File: config.mk
export PLATFORM = sky130hd
export DESIGN_NAME = msi_snoop_ctrl
export DESIGN_NICKNAME = d
export VERILOG_FILES = /design/src/rtl/msi_pkg.sv /design/src/rtl/msi_line_store.sv /design/src/rtl/msi_snoop_unit.sv /design/src/rtl/msi_req_unit.sv /design/src/rtl/msi_snoop_ctrl.sv
export SDC_FILE = /design/constraint.sdc
export NUM_CORES = 1
export LEC_CHECK = 0
export BUFFER_PORTS_ARGS = -buffer_cell sky130_fd_sc_hd__buf_2
export CORE_ASPECT_RATIO = 1.4
export CORE_UTILIZATION = 58
export CTS_BUF_LIST = sky130_fd_sc_hd__clkbuf_4 sky130_fd_sc_hd__clkbuf_8
export DETAILED_ROUTE_END_ITERATION = 8
export HOLD_SLACK_MARGIN = 0.06
export PLACE_DENSITY = 0.92
export SYNTH_ARGS = -nofsm -noshare
export SYNTH_HDL_FRONTEND = slang
export SYNTH_SLANG_ARGS = --single-unit
File: constraint.sdc
create_clock -name clk_i -period 6.4 [get_ports clk_i]
set_input_delay 1.28 -clock clk_i [delete_from_list [all_inputs] [get_ports clk_i]]
set_output_delay 1.28 -clock clk_i [all_outputs]
set_load 0.02 [all_outputs]
File: src/rtl/msi_pkg.sv
package msi_pkg;
  typedef enum logic [1:0] {
    ST_I = 2'b00,
    ST_S = 2'b01,
    ST_M = 2'b10
  } line_st_e;

  typedef enum logic [1:0] {
    BUS_NONE = 2'b00,
    BUS_RD   = 2'b01,
    BUS_WR   = 2'b10,
    BUS_INV  = 2'b11
  } bus_cmd_e;
endpackage

File: src/rtl/msi_line_store.sv
module msi_line_store
  import msi_pkg::*;
#(
  parameter int IDX_W  = 2,
  parameter int TAG_W  = 4,
  parameter int DATA_W = 8
) (
  input  logic              clk_i,
  input  logic              rst_ni,
  input  logic [IDX_W-1:0]  a_idx_i,
  output logic [TAG_W-1:0]  a_tag_o,
  output line_st_e          a_st_o,
  output logic [DATA_W-1:0] a_data_o,
  input  logic [IDX_W-1:0]  b_idx_i,
  output logic [TAG_W-1:0]  b_tag_o,
  output line_st_e          b_st_o,
  output logic [DATA_W-1:0] b_data_o,
  input  logic              s_we_i,
  input  logic [IDX_W-1:0]  s_idx_i,
  input  line_st_e          s_st_i,
  input  logic              c_we_i,
  input  logic [IDX_W-1:0]  c_idx_i,
  input  logic [TAG_W-1:0]  c_tag_i,
  input  line_st_e          c_st_i,
  input  logic              c_dwe_i,
  input  logic [DATA_W-1:0] c_data_i,
  output logic [2*(1<<IDX_W)-1:0] st_vec_o
);
  localparam int NLINES = 1 << IDX_W;

  logic [TAG_W-1:0]  tag_arr  [NLINES];
  line_st_e          st_arr   [NLINES];
  logic [DATA_W-1:0] data_arr [NLINES];

  for (genvar g = 0; g < NLINES; g++) begin : g_line
    logic [TAG_W-1:0]  tag_r;
    line_st_e          st_r;
    logic [DATA_W-1:0] data_r;
    logic              s_sel, c_sel;

    assign s_sel = s_we_i && (s_idx_i == IDX_W'(g));
    assign c_sel = c_we_i && (c_idx_i == IDX_W'(g));

    // snoop port wins; the processor port never targets a snooped index
    always_ff @(posedge clk_i or negedge rst_ni) begin
      if (!rst_ni) begin
        tag_r  <= '0;
        st_r   <= ST_I;
        data_r <= '0;
      end else if (s_sel) begin
        st_r <= s_st_i;
      end else if (c_sel) begin
        tag_r <= c_tag_i;
        st_r  <= c_st_i;
        if (c_dwe_i) data_r <= c_data_i;
      end
    end

    assign tag_arr[g]         = tag_r;
    assign st_arr[g]          = st_r;
    assign data_arr[g]        = data_r;
    assign st_vec_o[2*g +: 2] = st_r;
  end

  assign a_tag_o  = tag_arr[a_idx_i];
  assign a_st_o   = st_arr[a_idx_i];
  assign a_data_o = data_arr[a_idx_i];
  assign b_tag_o  = tag_arr[b_idx_i];
  assign b_st_o   = st_arr[b_idx_i];
  assign b_data_o = data_arr[b_idx_i];
endmodule

File: src/rtl/msi_snoop_unit.sv
module msi_snoop_unit
  import msi_pkg::*;
#(
  parameter int              TAG_W  = 4,
  parameter int              DATA_W = 8,
  parameter int              ID_W   = 1,
  parameter logic [ID_W-1:0] MY_ID  = '0
) (
  input  logic [1:0]        cmd_i,
  input  logic [ID_W-1:0]   id_i,
  input  logic [TAG_W-1:0]  tag_i,
  input  logic [TAG_W-1:0]  line_tag_i,
  input  line_st_e          line_st_i,
  input  logic [DATA_W-1:0] line_data_i,
  output logic              fvld_o,
  output logic              we_o,
  output line_st_e          st_o,
  output logic              supply_o,
  output logic [DATA_W-1:0] data_o
);
  logic hit, dirty, is_rd;

  always_comb begin
    fvld_o   = (cmd_i != BUS_NONE) && (id_i != MY_ID);
    hit      = fvld_o && (line_tag_i == tag_i) && (line_st_i != ST_I);
    dirty    = line_st_i == ST_M;
    is_rd    = cmd_i == BUS_RD;
    supply_o = hit && dirty;
    data_o   = line_data_i;
    we_o     = hit && (!is_rd || dirty);
    st_o     = is_rd ? ST_S : ST_I;
  end
endmodule

File: src/rtl/msi_req_unit.sv
module msi_req_unit
  import msi_pkg::*;
#(
  parameter int IDX_W  = 2,
  parameter int TAG_W  = 4,
  parameter int DATA_W = 8
) (
  input  logic                    req_i,
  input  logic                    we_i,
  input  logic [TAG_W-1:0]        tag_i,
  input  logic [IDX_W-1:0]        idx_i,
  input  logic [DATA_W-1:0]       wdata_i,
  input  logic [TAG_W-1:0]        line_tag_i,
  input  line_st_e                line_st_i,
  input  logic [DATA_W-1:0]       line_data_i,
  input  logic                    gnt_i,
  input  logic [DATA_W-1:0]       fill_i,
  input  logic                    conflict_i,
  output logic                    bus_req_o,
  output logic [1:0]              cmd_o,
  output logic [TAG_W+IDX_W-1:0]  addr_o,
  output logic                    wb_o,
  output logic [TAG_W+IDX_W-1:0]  wb_addr_o,
  output logic [DATA_W-1:0]       wb_data_o,
  output logic                    ready_o,
  output logic [DATA_W-1:0]       rdata_o,
  output logic                    st_we_o,
  output logic [TAG_W-1:0]        st_tag_o,
  output line_st_e                st_o,
  output logic                    dwe_o,
  output logic [DATA_W-1:0]       data_o
);
  logic     tag_eq, present, hit, victim, grant, hit_go;
  bus_cmd_e miss_cmd;

  // decided afresh every cycle, so a snooped change restarts the request
  always_comb begin
    tag_eq    = line_tag_i == tag_i;
    present   = tag_eq && (line_st_i != ST_I);
    hit       = req_i && present && (!we_i || line_st_i == ST_M);
    victim    = req_i && !hit && (line_st_i == ST_M) && !tag_eq;
    miss_cmd  = (present && we_i) ? BUS_INV : (we_i ? BUS_WR : BUS_RD);
    bus_req_o = req_i && !hit;
    grant     = bus_req_o && gnt_i;
    hit_go    = hit && !conflict_i;
    ready_o   = hit_go || (grant && !victim);
    cmd_o     = (grant && !victim) ? miss_cmd : BUS_NONE;
    wb_addr_o = {line_tag_i, idx_i};
    addr_o    = victim ? wb_addr_o : {tag_i, idx_i};
    wb_o      = grant && victim;
    wb_data_o = line_data_i;
    rdata_o   = hit ? line_data_i : fill_i;
    st_we_o   = grant || (hit_go && we_i);
    st_tag_o  = victim ? line_tag_i : tag_i;
    st_o      = victim ? ST_I : (we_i ? ST_M : ST_S);
    dwe_o     = !victim;
    data_o    = we_i ? wdata_i : fill_i;
  end
endmodule

File: src/rtl/msi_snoop_ctrl.sv
module msi_snoop_ctrl
  import msi_pkg::*;
#(
  parameter int              ADDR_W = 6,
  parameter int              IDX_W  = 2,
  parameter int              DATA_W = 8,
  parameter int              ID_W   = 1,
  parameter logic [ID_W-1:0] MY_ID  = '0
) (
  input  logic              clk_i,
  input  logic              rst_ni,
  input  logic              cpu_req_i,
  input  logic              cpu_we_i,
  input  logic [ADDR_W-1:0] cpu_addr_i,
  input  logic [DATA_W-1:0] cpu_wdata_i,
  output logic              cpu_ready_o,
  output logic [DATA_W-1:0] cpu_rdata_o,
  output logic              bus_req_o,
  input  logic              bus_gnt_i,
  output logic [1:0]        bus_cmd_o,
  output logic [ADDR_W-1:0] bus_addr_o,
  output logic [ID_W-1:0]   bus_id_o,
  input  logic [DATA_W-1:0] bus_fill_i,
  output logic              wb_o,
  output logic [ADDR_W-1:0] wb_addr_o,
  output logic [DATA_W-1:0] wb_data_o,
  input  logic [1:0]        snp_cmd_i,
  input  logic [ADDR_W-1:0] snp_addr_i,
  input  logic [ID_W-1:0]   snp_id_i,
  output logic              snp_supply_o,
  output logic [DATA_W-1:0] snp_data_o
);
  localparam int TAG_W  = ADDR_W - IDX_W;
  localparam int NLINES = 1 << IDX_W;

  logic [IDX_W-1:0]    cpu_idx, snp_idx;
  logic [TAG_W-1:0]    cpu_tag, snp_tag;
  logic [TAG_W-1:0]    a_tag, b_tag, c_tag;
  line_st_e            a_st, b_st, c_st, s_st;
  logic [DATA_W-1:0]   a_data, b_data, c_data;
  logic                s_we, c_we, c_dwe, fsnp_vld, conflict;
  logic [2*NLINES-1:0] st_vec;

  assign cpu_idx  = cpu_addr_i[IDX_W-1:0];
  assign cpu_tag  = cpu_addr_i[ADDR_W-1:IDX_W];
  assign snp_idx  = snp_addr_i[IDX_W-1:0];
  assign snp_tag  = snp_addr_i[ADDR_W-1:IDX_W];
  assign conflict = fsnp_vld && (snp_idx == cpu_idx);
  assign bus_id_o = MY_ID;

  msi_line_store #(.IDX_W(IDX_W), .TAG_W(TAG_W), .DATA_W(DATA_W)) u_store (
    .clk_i, .rst_ni,
    .a_idx_i(cpu_idx), .a_tag_o(a_tag), .a_st_o(a_st), .a_data_o(a_data),
    .b_idx_i(snp_idx), .b_tag_o(b_tag), .b_st_o(b_st), .b_data_o(b_data),
    .s_we_i(s_we), .s_idx_i(snp_idx), .s_st_i(s_st),
    .c_we_i(c_we), .c_idx_i(cpu_idx), .c_tag_i(c_tag), .c_st_i(c_st),
    .c_dwe_i(c_dwe), .c_data_i(c_data), .st_vec_o(st_vec)
  );

  msi_snoop_unit #(.TAG_W(TAG_W), .DATA_W(DATA_W), .ID_W(ID_W), .MY_ID(MY_ID)) u_snoop (
    .cmd_i(snp_cmd_i), .id_i(snp_id_i), .tag_i(snp_tag),
    .line_tag_i(b_tag), .line_st_i(b_st), .line_data_i(b_data),
    .fvld_o(fsnp_vld), .we_o(s_we), .st_o(s_st),
    .supply_o(snp_supply_o), .data_o(snp_data_o)
  );

  msi_req_unit #(.IDX_W(IDX_W), .TAG_W(TAG_W), .DATA_W(DATA_W)) u_req (
    .req_i(cpu_req_i), .we_i(cpu_we_i), .tag_i(cpu_tag), .idx_i(cpu_idx),
    .wdata_i(cpu_wdata_i), .line_tag_i(a_tag), .line_st_i(a_st), .line_data_i(a_data),
    .gnt_i(bus_gnt_i), .fill_i(bus_fill_i), .conflict_i(conflict),
    .bus_req_o(bus_req_o), .cmd_o(bus_cmd_o), .addr_o(bus_addr_o),
    .wb_o(wb_o), .wb_addr_o(wb_addr_o), .wb_data_o(wb_data_o),
    .ready_o(cpu_ready_o), .rdata_o(cpu_rdata_o),
    .st_we_o(c_we), .st_tag_o(c_tag), .st_o(c_st), .dwe_o(c_dwe), .data_o(c_data)
  );
endmodule

==> qor.csv, run 1 <==
metric,value,unit
syn_nets,313,
min_from,u_store.g_line[2].data_r[6],
ctsRootBufferMaster,clkbuf_8,
drv_cap,0,
die_w,69.2,um
clock_path_buffers,2,
worst_pin_slew,0.717,ns
worst-r2r-cell-count,7,
placedCellCount,405,
criticalPathCategory,in -> out,
finish.utilization,69.1,%
n_antenna_cell,0,
yosysWarnings,0,
cp_common_cell,buf_2,
postCtsResizedCells,0,
dr.pass1.iters,5,
cp_slowest_cell,mux4_1,
critPathLaunch,cpu_addr_i[0],
die_h,96.1,um
r2r_start,u_store.g_line[2].st_r[0],
grt_pass1_vias,2838,
synth-seq-cells,56,
clk_pin_slew,0.10,ns
ys_seq_area_share,38.2,%
grt-ovfl-total,0,
num_rows,33,
synth_edf_count,0,
drc_errors,0,
nets,378,
portBuffers,77,
detailed_place_hpwl,6.24,mm
fin_crit,5.37,ns
drt_iter0_markers,192,
cts_tree,done,
rsz0062_at_grt,no,
cp-start-kind,input pin,
setup_viol,0,
tns,0,ns
finalMaxSlewViolations,0,
drive_above_1_share,54.2,%
grt_max_degree,57,
async_reset_ff_share,100,%
post_cts_buffers,0,
syn_to_final_growth,12.8,%
synth.avg_cell_area,13.2,sq um
core,5990,sq um
final_cells,413,
status,"complete, no violations",
antenna_found_initial,0,
hold_viol_final,0,
ant_nets,0,
fin_crit_sh,83.8,%
hold_buffers,0,
clock_sinks,56,
fmax,186,MHz
leakagePower,1.80,nW
wirelength,8.75,mm
start_util,61.3,%
vias_per_cell,6.58,
yosysTopAreaCell,dfrtp_1,
clk_latency,0.31,ns
dieArea,6650,sq um
cp_max_fo,25,
synth_cell_types,42,
place_congestion,0.876,
cts_htree_levels,2,
cts_buffers,5,
track_usage,28.2,%
hold_class,reg -> reg,
yosys_most_used_dff,dfrtp_1,
hold_depth,1,
max_slew_margin,52.2,%
finClkSkew,0.0136,ns
cp-end-kind,output pin,
vias,2717,
cp.required,5.12,ns
io_pins,79,
wl_per_cell,21.2,um
ir_drop,0.250,mV
reg2reg_to,u_store.g_line[0].tag_r[1],
syn-cell-area,3670,sq um
cp_slowest_stage_delay,0.73,ns
r2r_slack,3.17,ns
crit_chain,buf_2 -> mux4_1 -> nor2b_1 -> o21ai_1 -> nor2_4 -> mux2_2 -> buf_2,
powerDensity,368,nW/um^2
synthCells,277,
grt_pass1_wl,14.2,mm
min_to,u_store.g_line[2].data_r[6],
worstPathArrival,4.09,ns
synth_top_area_share,38.2,%
ys_top_cells_by_area,"dfrtp_1, mux2_2, mux4_2, nand4_4, mux4_1",
## layout make-up
type                       instances  area, sq um
clock buffer                       6         76.3
clock inverter                     2         35.0
fill                             397         1850
inverter                           2         7.51
multi-input combinational        199         2140
sequential                        56         1400
tap                               70         87.6
timing repair buffer              78          393
## synth_stat cells, types with 2 or more instances
cell type / n
mux4_2: 25
o311ai_0: 4
nor2b_1: 7
o211ai_1: 4
nand4_1: 2
nand2b_1: 4
dfrtp_1: 56
and3_1: 2
mux4_1: 3
buf_2: 4
nand2_1: 19
nor4_1: 3
nand3_1: 14
o21ai_0: 4
xnor2_1: 6
xor2_1: 7
a21boi_0: 3
or3_1: 2
nand4_4: 4
clkbuf_1: 9
inv_1: 2
nor2_1: 6
buf_4: 5
mux2_4: 2
mux2_2: 63
## cells in the final DEF, fill, tap and decap left out, types with 3 or more instances in the layout
cell type / n
o311ai_0: 4
nor2b_1: 7
o211ai_1: 4
xor2_1: 7
clkbuf_8: 5
nor2_1: 6
nand4_4: 4
mux2_2: 63
xnor2_1: 6
a21boi_0: 3
mux4_2: 25
o21ai_0: 4
nor4_1: 3
nand3_1: 14
dfrtp_1: 56
nand2b_1: 4
nand2_1: 19
buf_2: 77
mux4_1: 3
## worst max-delay path, delay by kind of cell
kind,cells,cell delay (ns)
buffers and inverters,2,0.67
muxes,2,1.13
AOI/OAI and AO/OA,1,0.18
and+or+nand+nor,2,0.80
## flip-flops by register name, indices dropped and copies added (netlist names)
register and cells:
u_store.g_line.data_r 32, u_store.g_line.tag_r 16, u_store.g_line.st_r 8
## kinds of logic (layout without fill, tap and decap cells)
logic type | Yosys count | in the layout | synth area share, %
AO/OA/AOI/OAI | 20 | 20 | 4.40
other | 1 | 1 | 0.102
XOR/XNOR | 14 | 14 | 3.55
AND/OR/NAND/NOR | 69 | 69 | 11.7
buffers and inverters | 22 | 88 | 3.55
multiplexers | 95 | 95 | 38.5
flip-flops | 56 | 56 | 38.2
## routing by layer
layer  share of wire, %  global-route usage (%)  up-vias
met4                2.1                    12.8        0
li1                   -                       -     1187
met2                 55                    51.1      145
met1                 37                    33.3     1369
met3                6.0                    4.40       16
met5                  0                       0        -
## through the flow
step | total power, mW | hold WS, ns | cell area [sq um] | setup WS, ns
2_1_floorplan | 1.09 | 0.488 | 3670 | 1.70
3_3_place_gp | 1.24 | 0.500 | 4030 | 1.14
3_5_place_dp | 1.29 | 0.514 | 4030 | 1.01
4_1_cts | 1.52 | 0.539 | 4140 | 1.00
5_1_grt | 1.60 | 0.549 | 4140 | 0.813
6_report | 1.52 | 0.541 | 4140 | 1.03
## worst max path at each step
stage	end	slack (ns)	cells after the start
after floorplan	cpu_ready_o	1.70	7
after global placement	cpu_rdata_o[1]	1.14	7
after detailed placement	cpu_rdata_o[5]	1.01	7
after CTS	cpu_rdata_o[5]	1.00	7
after global routing	cpu_rdata_o[5]	0.81	7
final	cpu_rdata_o[5]	1.03	7
## where the power goes
group          internal, mW  switching [mW]
clock                 0.121           0.118
combinational         0.343           0.324
sequential            0.503           0.114
Note: power is estimated with default switching activity, not from simulation.
==> inputs of run 2 (changes only) <==
--- a/config.mk
+++ b/config.mk
@@ -7,11 +7,11 @@
 export LEC_CHECK = 0
 export BUFFER_PORTS_ARGS = -buffer_cell sky130_fd_sc_hd__buf_2
 export CORE_ASPECT_RATIO = 1.4
-export CORE_UTILIZATION = 58
+export CORE_UTILIZATION = 51
 export CTS_BUF_LIST = sky130_fd_sc_hd__clkbuf_4 sky130_fd_sc_hd__clkbuf_8
 export DETAILED_ROUTE_END_ITERATION = 8
 export HOLD_SLACK_MARGIN = 0.06
-export PLACE_DENSITY = 0.92
+export PLACE_DENSITY = 0.86
 export SYNTH_ARGS = -nofsm -noshare
 export SYNTH_HDL_FRONTEND = slang
 export SYNTH_SLANG_ARGS = --single-unit
==> constraint.sdc (replaced) <==
create_clock -name clk_i -period 4.6 [get_ports clk_i]
set_input_delay 0.92 -clock clk_i [delete_from_list [all_inputs] [get_ports clk_i]]
set_output_delay 0.92 -clock clk_i [all_outputs]
set_load 0.02 [all_outputs]
==> run 2 against run 1 <==
  * Cell count rose by 7.3%
  * Via count fell by 1.3%
  * Clock power rose by 3%
  * Flip-flop and latch count did not move
  * Final area rose by 1.2%
  * Clock skew decreased by 0.0028 ns
  * First-iteration DRC count down 1.0%
  * Sequential power rose by 39%
  * Critical path type unchanged
  * Highest routed layer unchanged
==> qor.csv, run 2 (same netlist as run 1, synthesis figures left out) <==
metric,value,unit,change
r2r_slack,1.57,ns,-1.60 ns
clk_pin_slew,0.08,ns,-0.02 ns
grt-ovfl-total,0,,unchanged
ir_drop,0.349,mV,+40%
clock_path_buffers,2,,unchanged
cp.required,3.68,ns,-1.44 ns
cp-start-kind,input pin,,
antenna_found_initial,0,,unchanged
leakagePower,1.81,nW,+0.94%
die_h,102,um,+6.5%
ant_nets,0,,unchanged
grt_pass1_vias,2777,,-2.1%
largest_reg_flops,32,,unchanged
mostFrequentLayoutCells,"buf_2, mux2_2, dfrtp_1",,
tns,0,ns,unchanged
io_pins,79,,unchanged
start_util,52.5,%,-8.7 points
detailed_place_hpwl,6.48,mm,+3.8%
rsz0062_at_grt,no,,
reg2reg_to,u_store.g_line[2].tag_r[0],,
hold_depth,1,,unchanged
fillers,548,,+38%
hold_viol_final,0,,unchanged
wirelength,8.71,mm,-0.48%
max_slew_margin,53.0,%,+0.83 points
worst_pin_slew,0.704,ns,-0.0124 ns
cp-end-kind,output pin,,
postCtsResizedCells,0,,unchanged
cp_max_fo,9,,-64%
min_from,u_store.g_line[3].data_r[7],,
hold_class,reg -> reg,,
r2r_start,u_store.g_line[1].tag_r[2],,
clock_sinks,56,,unchanged
grt_pass1_wl,13.8,mm,-3.0%
finalMaxSlewViolations,0,,unchanged
cts_tree,done,,
wl_per_cell,19.7,um,-7.2%
regMostFlops,u_store.g_line.data_r,,
dr.pass1.iters,4,,-1
drt_iter0_markers,190,,-1.0%
status,"complete, no violations",,
place_congestion,0.884,,+0.81%
ctsRootBufferMaster,clkbuf_8,,
vias,2682,,-1.3%
cts_buffers,5,,unchanged
criticalPathCategory,in -> out,,
p_total,2.04,mW,+34%
fmax,240,MHz,
min_to,u_store.g_line[3].data_r[7],,
grt_max_degree,57,,unchanged
finClkSkew,0.0108,ns,-0.00280 ns
post_cts_buffers,0,,unchanged
syn_to_final_growth,14.1,%,
portBuffers,77,,unchanged
reg_top3,"u_store.g_line.data_r: 32 flops, u_store.g_line.tag_r: 16 flops, u_store.g_line.st_r: 8 flops",,
dieArea,7540,sq um,+13%
vias_per_cell,6.05,,-8.0%
powerDensity,486,nW/um^2,+32%
worstPathArrival,3.25,ns,-0.84 ns
drive_above_1_share,54.9,%,+0.66 points
track_usage,24.6,%,-3.6 points
drc_errors,0,,unchanged
drv_cap,0,,unchanged
multi_input_area,2140,sq um,unchanged
nets,386,,+2.1%
n_antenna_cell,0,,unchanged
cts_htree_levels,2,,unchanged
worst-r2r-cell-count,8,,+1
fin_crit,4.17,ns,
setup_viol,0,,unchanged
num_rows,36,,+9.1%
fin_crit_sh,90.7,%,
die_w,73.7,um,+6.5%
clk_latency,0.31,ns,about the same
core,6980,sq um,+17%
hold_buffers,0,,unchanged
final_common_cell,buf_2,,
regArea,1400,sq um,unchanged
==> run 2: cell type report <==
cell class / count / share of cell area [%]
Sequential cell: 56 / 33.5
Tap cell: 95 / 2.84
Timing Repair Buffer: 86 / 10.8
Inverter: 2 / 0.179
Multi-Input combinational cell: 199 / 51.0
Clock buffer: 5 / 1.64
==> run 2: power by group <==
group / leakage [nW] / switching (mW) / total [mW] / internal (mW)
sequential: 0.677 / 0.159 / 0.860 / 0.701
clock: 0.0359 / 0.147 / 0.246 / 0.0988
combinational: 1.10 / 0.446 / 0.930 / 0.483
==> run 2: critical path, cell delays in order <==
cell and delay [ns]:
buf_2 0.21, mux4_1 0.65, xnor2_1 0.20, nand4_2 0.23, nor2_4 0.31, buf_4 0.23, mux2_2 0.35, buf_2 0.16
==> run 2: worst max path at each step <==
stage / start / slack, ns / to / cells after the start
after floorplan: cpu_addr_i[0] / 0.62 / cpu_ready_o / 7
after global placement: cpu_addr_i[0] / 0.49 / cpu_rdata_o[5] / 8
after detailed placement: cpu_addr_i[0] / 0.44 / cpu_rdata_o[1] / 8
after CTS: cpu_addr_i[0] / 0.44 / cpu_rdata_o[1] / 8
after global routing: cpu_addr_i[0] / 0.29 / cpu_rdata_o[6] / 8
final: cpu_addr_i[0] / 0.43 / cpu_rdata_o[1] / 8
==> run 2: through the flow <==
step / instances / hold WS [ns] / instance area (sq um) / utilization [%] / setup WS, ns
floorplan: 277 / 0.488 / 3670 / - / 0.623
finish: 443 / 0.535 / 4190 / 60.0 / 0.427
global placement: 438 / 0.499 / 4120 / 59.0 / 0.488
CTS: 443 / 0.531 / 4190 / 60.0 / 0.436
global route: 443 / 0.544 / 4190 / 60.0 / 0.286
detailed placement: 438 / 0.510 / 4120 / 59.0 / 0.440
==> run 2: routing by layer <==
metal	global-route usage (%)	share of wire, %	vias to the layer above
met5	0	0	-
met4	12.9	3.5	0
met3	4.04	5.0	29
met2	42.1	53	111
met1	29.6	38	1348
li1	-	-	1194
